<file path="config.mk">
export PLATFORM = sky130hd
export DESIGN_NAME = shift_exec_unit
export DESIGN_NICKNAME = d
export VERILOG_FILES = /design/src/rtl/shift_pkg.sv /design/src/rtl/shift_decode.sv /design/src/rtl/shift_alu.sv /design/src/rtl/shift_regfile.sv /design/src/rtl/shift_exec_unit.sv
export SDC_FILE = /design/constraint.sdc
export NUM_CORES = 1
export LEC_CHECK = 0
export BUFFER_PORTS_ARGS = -buffer_cell sky130_fd_sc_hd__buf_2
export CELL_PAD_IN_SITES_DETAIL_PLACEMENT = 0
export CELL_PAD_IN_SITES_GLOBAL_PLACEMENT = 1
export CORE_ASPECT_RATIO = 0.5
export CORE_UTILIZATION = 46
export CTS_BUF_LIST = sky130_fd_sc_hd__clkbuf_2 sky130_fd_sc_hd__clkbuf_4 sky130_fd_sc_hd__clkbuf_8
export DETAILED_ROUTE_END_ITERATION = 10
export PLACE_DENSITY_LB_ADDON = 0.1
export SLEW_MARGIN = 20
export SYNTH_ARGS = -nofsm -noshare
export SYNTH_HDL_FRONTEND = slang
export SYNTH_SLANG_ARGS = --single-unit
</file>
<file path="constraint.sdc">
create_clock -name clk -period 3.3 [get_ports clk]
set_input_delay 0.495 -clock clk [delete_from_list [all_inputs] [get_ports clk]]
set_output_delay 0.495 -clock clk [all_outputs]
set_load 0.005 [all_outputs]
</file>
<file path="src/rtl/shift_pkg.sv">
package shift_pkg;
  typedef enum logic [1:0] {
    SH_LEFT  = 2'd0,
    SH_RARI  = 2'd1,
    SH_RLOG  = 2'd2
  } shift_op_e;

  localparam int FLAG_Z = 7;
  localparam int FLAG_N = 6;
  localparam int FLAG_H = 5;
  localparam int FLAG_C = 4;

  localparam logic [2:0] OPND_MEM = 3'd6;
  localparam logic [2:0] OPND_H   = 3'd4;
  localparam logic [2:0] OPND_L   = 3'd5;
endpackage

</file>
<file path="src/rtl/shift_decode.sv">
module shift_decode
  import shift_pkg::*;
(
  input  logic [7:0] opcode,
  output logic       valid,
  output shift_op_e  op,
  output logic [2:0] sel,
  output logic       is_mem
);
  always_comb begin
    valid = 1'b1;
    op    = SH_LEFT;
    unique case (opcode[7:3])
      5'b00100: op = SH_LEFT;
      5'b00101: op = SH_RARI;
      5'b00111: op = SH_RLOG;
      default:  valid = 1'b0;
    endcase
  end

  assign sel    = opcode[2:0];
  assign is_mem = (opcode[2:0] == OPND_MEM);
endmodule

</file>
<file path="src/rtl/shift_alu.sv">
module shift_alu
  import shift_pkg::*;
#(
  parameter int W = 8
) (
  input  shift_op_e      op,
  input  logic [W-1:0]   val,
  output logic [W-1:0]   res,
  output logic           carry,
  output logic           zero
);
  always_comb begin
    unique case (op)
      SH_LEFT: begin res = {val[W-2:0], 1'b0};   carry = val[W-1]; end
      SH_RARI: begin res = {val[W-1], val[W-1:1]}; carry = val[0]; end
      default: begin res = {1'b0, val[W-1:1]};   carry = val[0]; end
    endcase
  end

  assign zero = (res == '0);
endmodule

</file>
<file path="src/rtl/shift_regfile.sv">
module shift_regfile
  import shift_pkg::*;
#(
  parameter int W = 8
) (
  input  logic         clk,
  input  logic         rst,
  input  logic         ld_en,
  input  logic [2:0]   ld_sel,
  input  logic [W-1:0] ld_data,
  input  logic         wb_en,
  input  logic [2:0]   wb_sel,
  input  logic [W-1:0] wb_data,
  input  logic         flg_we,
  input  logic         flg_zero,
  input  logic         flg_carry,
  input  logic [2:0]   op_sel,
  output logic [W-1:0] op_data,
  output logic [2*W-1:0] hl,
  input  logic [2:0]   rd_sel,
  output logic [W-1:0] rd_data,
  output logic [7:0]   flags
);
  localparam int NREG = 8;

  logic [W-1:0] regs [NREG];
  logic [7:0]   flg_q;

  always_ff @(posedge clk) begin
    if (rst) begin
      for (int i = 0; i < NREG; i++) regs[i] <= '0;
      flg_q <= '0;
    end else begin
      for (int i = 0; i < NREG; i++) begin
        if (i != int'(OPND_MEM)) begin
          if (wb_en && wb_sel == 3'(i))
            regs[i] <= wb_data;
          else if (ld_en && ld_sel == 3'(i))
            regs[i] <= ld_data;
        end
      end
      if (flg_we) begin
        flg_q <= '0;
        flg_q[FLAG_Z] <= flg_zero;
        flg_q[FLAG_C] <= flg_carry;
      end
    end
  end

  assign op_data = (op_sel == OPND_MEM) ? '0 : regs[op_sel];
  assign rd_data = (rd_sel == OPND_MEM) ? '0 : regs[rd_sel];
  assign hl      = {regs[OPND_H], regs[OPND_L]};
  assign flags   = flg_q;


  flag_low_zero_chk: assert property (@(posedge clk) disable iff (rst)
    flg_we |=> (flags[3:0] == 4'h0 && !flags[FLAG_N] && !flags[FLAG_H]));
endmodule

</file>
<file path="src/rtl/shift_exec_unit.sv">
module shift_exec_unit
  import shift_pkg::*;
#(
  parameter int W          = 8,
  parameter int REG_CYCLES = 8,
  parameter int MEM_CYCLES = 16
) (
  input  logic           clk,
  input  logic           rst,
  input  logic           start,
  input  logic [7:0]     opcode,
  input  logic           ld_en,
  input  logic [2:0]     ld_sel,
  input  logic [W-1:0]   ld_data,
  input  logic [2:0]     rd_sel,
  output logic [W-1:0]   rd_data,
  output logic [7:0]     flags,
  output logic [2*W-1:0] mem_addr,
  output logic           mem_re,
  output logic           mem_we,
  output logic [W-1:0]   mem_wdata,
  input  logic [W-1:0]   mem_rdata,
  output logic           done,
  output logic           illegal
);
  localparam int CW = $clog2(MEM_CYCLES + 1);
  localparam logic [CW-1:0] REG_LAST  = CW'(REG_CYCLES - 1);
  localparam logic [CW-1:0] MEM_LAST  = CW'(MEM_CYCLES - 1);
  localparam logic [CW-1:0] MEM_WRITE = CW'(MEM_CYCLES - 2);
  localparam logic [CW-1:0] MEM_CAPT  = CW'(2);

  logic          dec_valid, dec_mem;
  shift_op_e     dec_op;
  logic [2:0]    dec_sel;

  logic          busy;
  logic [CW-1:0] cnt;
  shift_op_e     op_q;
  logic [2:0]    sel_q;
  logic          mem_q;
  logic [W-1:0]  opnd_q;

  logic [W-1:0]   rf_op;
  logic [2*W-1:0] rf_hl;
  logic [W-1:0]   alu_res;
  logic           alu_c, alu_z;
  logic [CW-1:0]  last;
  logic           finish;

  shift_decode u_dec (
    .opcode (opcode), .valid (dec_valid), .op (dec_op),
    .sel    (dec_sel), .is_mem (dec_mem)
  );

  shift_alu #(.W(W)) u_alu (
    .op (op_q), .val (opnd_q), .res (alu_res), .carry (alu_c), .zero (alu_z)
  );

  assign last   = mem_q ? MEM_LAST : REG_LAST;
  assign finish = busy && (cnt == last);

  shift_regfile #(.W(W)) u_rf (
    .clk (clk), .rst (rst),
    .ld_en (ld_en && !busy), .ld_sel (ld_sel), .ld_data (ld_data),
    .wb_en (finish && !mem_q), .wb_sel (sel_q), .wb_data (alu_res),
    .flg_we (finish), .flg_zero (alu_z), .flg_carry (alu_c),
    .op_sel (dec_sel), .op_data (rf_op), .hl (rf_hl),
    .rd_sel (rd_sel), .rd_data (rd_data), .flags (flags)
  );

  always_ff @(posedge clk) begin
    if (rst) begin
      busy      <= 1'b0;
      cnt       <= '0;
      op_q      <= SH_LEFT;
      sel_q     <= '0;
      mem_q     <= 1'b0;
      opnd_q    <= '0;
      mem_addr  <= '0;
      mem_wdata <= '0;
      mem_re    <= 1'b0;
      mem_we    <= 1'b0;
      done      <= 1'b0;
      illegal   <= 1'b0;
    end else begin
      done    <= 1'b0;
      illegal <= 1'b0;
      mem_re  <= 1'b0;
      mem_we  <= 1'b0;
      if (!busy) begin
        if (start) begin
          if (dec_valid) begin
            busy   <= 1'b1;
            cnt    <= CW'(1);
            op_q   <= dec_op;
            sel_q  <= dec_sel;
            mem_q  <= dec_mem;
            opnd_q <= rf_op;
            if (dec_mem) begin
              mem_addr <= rf_hl;
              mem_re   <= 1'b1;
            end
          end else begin
            illegal <= 1'b1;
          end
        end
      end else begin
        if (mem_q && cnt == MEM_CAPT)
          opnd_q <= mem_rdata;
        if (mem_q && cnt == MEM_WRITE) begin
          mem_we    <= 1'b1;
          mem_wdata <= alu_res;
        end
        if (finish) begin
          busy <= 1'b0;
          done <= 1'b1;
        end else begin
          cnt <= cnt + CW'(1);
        end
      end
    end
  end


  done_pulse_chk: assert property (@(posedge clk) disable iff (rst)
    done |=> !done);

  write_before_done_chk: assert property (@(posedge clk) disable iff (rst)
    mem_we |=> done);

  read_single_chk: assert property (@(posedge clk) disable iff (rst)
    mem_re |=> !mem_re);

  illegal_quiet_chk: assert property (@(posedge clk) disable iff (rst)
    illegal |-> (!done && !busy && $stable(flags)));

  cnt_bound_chk: assert property (@(posedge clk) disable iff (rst)
    busy |-> (cnt <= last));
endmodule

</file>
==> implementation parameters <==
Parameter                              Value

Timing
  Max-slew headroom    53.56%
  Final critical-path share of the clock period    73.86%
  Aggregate negative setup slack    0 ns
  Final Setup Violations    0
  Timing-limited maximum frequency    410.3 MHz
  Final Hold Vio Count    0
  Final min period    2.437 ns
  Max-slew violation count    0
  Pin slew with the least headroom to its limit    0.6773 ns
  Max Clock Skew    0.009745 ns
  Setup repair after global routing missed its margin    no

Power
  Cell area power density    415.6 nW/um2
  VDD IR max    0.1729 mV
  Leakage component of the power    2.458 nW

Worst setup path
  Largest delay contributor family on the critical path    simple AND/OR/NAND/NOR gates
  Critical path buffer and inverter count    2
  Cell mode on critical path    buf_2
  Worst-path cell chain    buf_2 > nor2_1 > a22oi_1 > o21ai_0 > buf_2
  Critical Path Fanout Max    17
  Worst EP arrival    1.94 ns
  Critical path class    in -> out
  Capturing element type of the critical path    primary output
  Cell with the largest stage delay on the worst path    nor2_1
  Category of the worst setup path launch point    input pin
  WP data required    2.80 ns
  Worst path max stage delay    0.52 ns

Global routing
  GR Overflow Total    0
  Number of antenna violations at the first check in global routing    1
  Via count of the first global-routing pass    4189
  Global-route wire length before repair    25.75 mm
  Total track usage    28.64%
  Pin count of the biggest net entering global routing    52

Synth
  Fraction of the yosys area taken by sequential cells    47.66%
  Async set or reset register ratio after synthesis    0%
  Synth cell types    58
  Warnings, synthesis    0
  Number of storage elements in the synthesis netlist    106
  Most common flop cell mapped by yosys    edfxtp_1
  Combined area of all synthesized cells    5629 um2
  Cells after Synth    568
  Number of synthesized flops with an enable pin    56
  Avg Cell Area, Syn    9.910 um2

Min path
  Path class of the lowest-slack min-delay path    in -> reg

Final layout
  Ratio of cells with drive above 1 in the final layout    21.42%
  # nets final    666
  Layout Area Growth over Synthesis    13.51%
  Final antenna diode count    0
  Number of standard cells in the final layout excluding fillers    800

Floorplanning
  Total die area    12710 um2
  Floorplan row count    28
  Effective utilization at floorplan    47.40%
  Top-level port count    78
  Die height    80.22 um
  Placeable core region    11880 um2
  Chip Width    158.4 um

Clock tree
  H-Tree Depth    3
  Clk Latency, worst-skew pair    0.38 ns
  Clock slew at the register clock pins of the worst setup and hold paths    0.09 ns
  Clock net sink count    106
  Largest buffer count on any clock path    2
  Clock root cell    clkbuf_8
  Number of buffers added by the clock tree synthesis step    9
  Number of gates resized after CTS    0
  Clock tree from TritonCTS    built
  Cts hold-fix bufs    0
  Buffers inserted by post-CTS timing repair    0

Placed design
  Buffers on Ports    71
  Total placed cells including tap cells    784
  Final weighted congestion in routability-driven placement    0.8666
  Hpwl dp    12.79 mm

Drt
  Total number of vias    4827
  Router iterations before antenna repair    5
  Avg Vias per Cell    6.034
  Wire length per cell after detailed routing    21.78 um
  Remaining design rule violation count    0
  DRT Wirelength    17.43 mm
  Final antenna-violating net count    0
  DRC violation total after the first TritonRoute iteration    484

Run status
  Status    completed

Job
  Max capacitance violation total    0
cell families (layout without fill, tap and decap cells):
family	count (synthesis)	count (layout)	synth area share (%)
other cells	1	6	0.06662
fa+ha+maj	2	2	0.4445
flops	106	106	47.65
compound gates	144	144	16.83
buf+inv	54	116	4.356
xor+xnor	3	3	0.4669
simple gates	203	203	18.45
mux	55	55	11.74
cell usage after synthesis (all sizes together) (3+ instances only):
library cell  instances  share of area [%]
buf                  19                2.0
a21oi                11                1.0
nand3b                4               0.76
edfxtp               56                 30
o211ai                8                1.1
nand2                52                3.5
nor2                 67                4.6
mux2                  8                1.6
o21ai                61                5.4
nor4                  4               0.71
nor3                 21                2.1
o211a                 7                1.2
nand2b                4               0.44
nand3                14                1.3
mux2i                39                6.9
nor2b                16                1.8
inv                   8               0.53
a2111oi               8                1.2
dfxtp                50                 18
nand4b                4               0.62
a221oi                8                1.2
a22oi                 8                1.1
nor3b                 4                1.0
a211oi               22                2.9
clkbuf               27                1.8
nand4                 4               0.44
mux4                  8                3.2
xor2                  3               0.47
routing by layer:
| metal | part of all wire [%] | wire length, um | vias to the layer above | global-route usage (%) |
|---|---|---|---|---|
| met5 | 0.075 | 13 | - | 0 |
| met4 | 1.3 | 228 | 2 | 6.731 |
| met3 | 12 | 2162 | 22 | 9.120 |
| met2 | 39 | 6857 | 272 | 40.31 |
| met1 | 47 | 8162 | 2297 | 41.90 |
| li1 | - | - | 2234 | - |
worst paths after layout:
check	start	end	slack [ns]	cells after the start
worst max-delay path	rd_sel[0]	rd_data[4]	0.86	5
worst min-delay path	start	illegal$_SDFF_PP0_	0.34	3
worst max register to register	cnt[0]$_SDFFE_PP0P_	u_rf.regs[3][1]$_SDFFCE_PN0P_	0.90	7
worst min register to register	u_rf.flags[7]$_SDFFE_PP0N_	u_rf.flags[7]$_SDFFE_PP0N_	0.48	2
report_power, final:
group          internal, mW  switching (mW)
clock network         0.478           0.440
registers              1.43          0.0414
logic                0.0994           0.171
tightest hold or removal path, delay by kind of cell:
kind	cells	cell delay, ns
buffers and inverters	1	0.11
AOI/OAI and AO/OA	1	0.03
and+or+nand+nor	1	0.05
state kept, by name, summed over array words and instances, names as in the netlist:
register,cells
u_rf.flags,2
mem_re,1
u_rf.regs,56
op_q,2
mem_we,1
busy,1
done,1
mem_addr,16
opnd_q,8
cnt,5
sel_q,3
mem_wdata,8
mem_q,1
illegal,1
final cells by class:
cell class | count | area, um2
Inverter | 8 | 30.03
Sequential cell | 106 | 2683
Tap cell | 165 | 206.4
Timing Repair Buffer | 92 | 513.0
Clock buffer | 12 | 158.9
Clock inverter | 4 | 73.82
Fill cell | 1107 | 5487
Multi-Input combinational cell | 413 | 2725
cell usage in the layout (no fill, tap or decap), types with 3 or more instances in the layout:
cell | synthesis | routed
a2111oi_0 | 8 | 8
a211oi_1 | 22 | 22
a21oi_1 | 10 | 10
a221oi_1 | 8 | 8
a22oi_1 | 8 | 8
buf_2 | 7 | 71
buf_4 | 7 | 21
clkbuf_8 | 0 | 11
conb_1 | 1 | 6
dfxtp_1 | 50 | 50
edfxtp_1 | 56 | 56
inv_1 | 8 | 8
mux2_2 | 8 | 8
mux2i_1 | 39 | 39
mux4_2 | 8 | 8
nand2_1 | 52 | 52
nand2b_1 | 4 | 4
nand3_1 | 13 | 13
nand3b_1 | 3 | 3
nand4_1 | 4 | 4
nand4b_1 | 4 | 4
nor2_1 | 65 | 65
nor2b_1 | 16 | 16
nor3_1 | 20 | 19
nor4_1 | 3 | 3
o211a_1 | 7 | 7
o211ai_1 | 8 | 8
o21ai_0 | 45 | 45
o21ai_1 | 16 | 16
xor2_1 | 3 | 3
metrics by stage:
stage                     power (mW)  hold slack (ns)  setup WS [ns]  utilization, %  instance area (um2)
after floorplan                1.643           0.4668         0.8823               -                 5648
after global placement         1.758           0.4677         0.7079           51.84                 6157
after detailed placement       1.760           0.4648         0.6834           51.84                 6157
after CTS                      2.672           0.3236         0.8894           53.80                 6390
after global routing           2.744           0.3333         0.6300           53.80                 6390
final                          2.656           0.3450         0.8627           53.80                 6390
(Power assumes the default switching activity.)
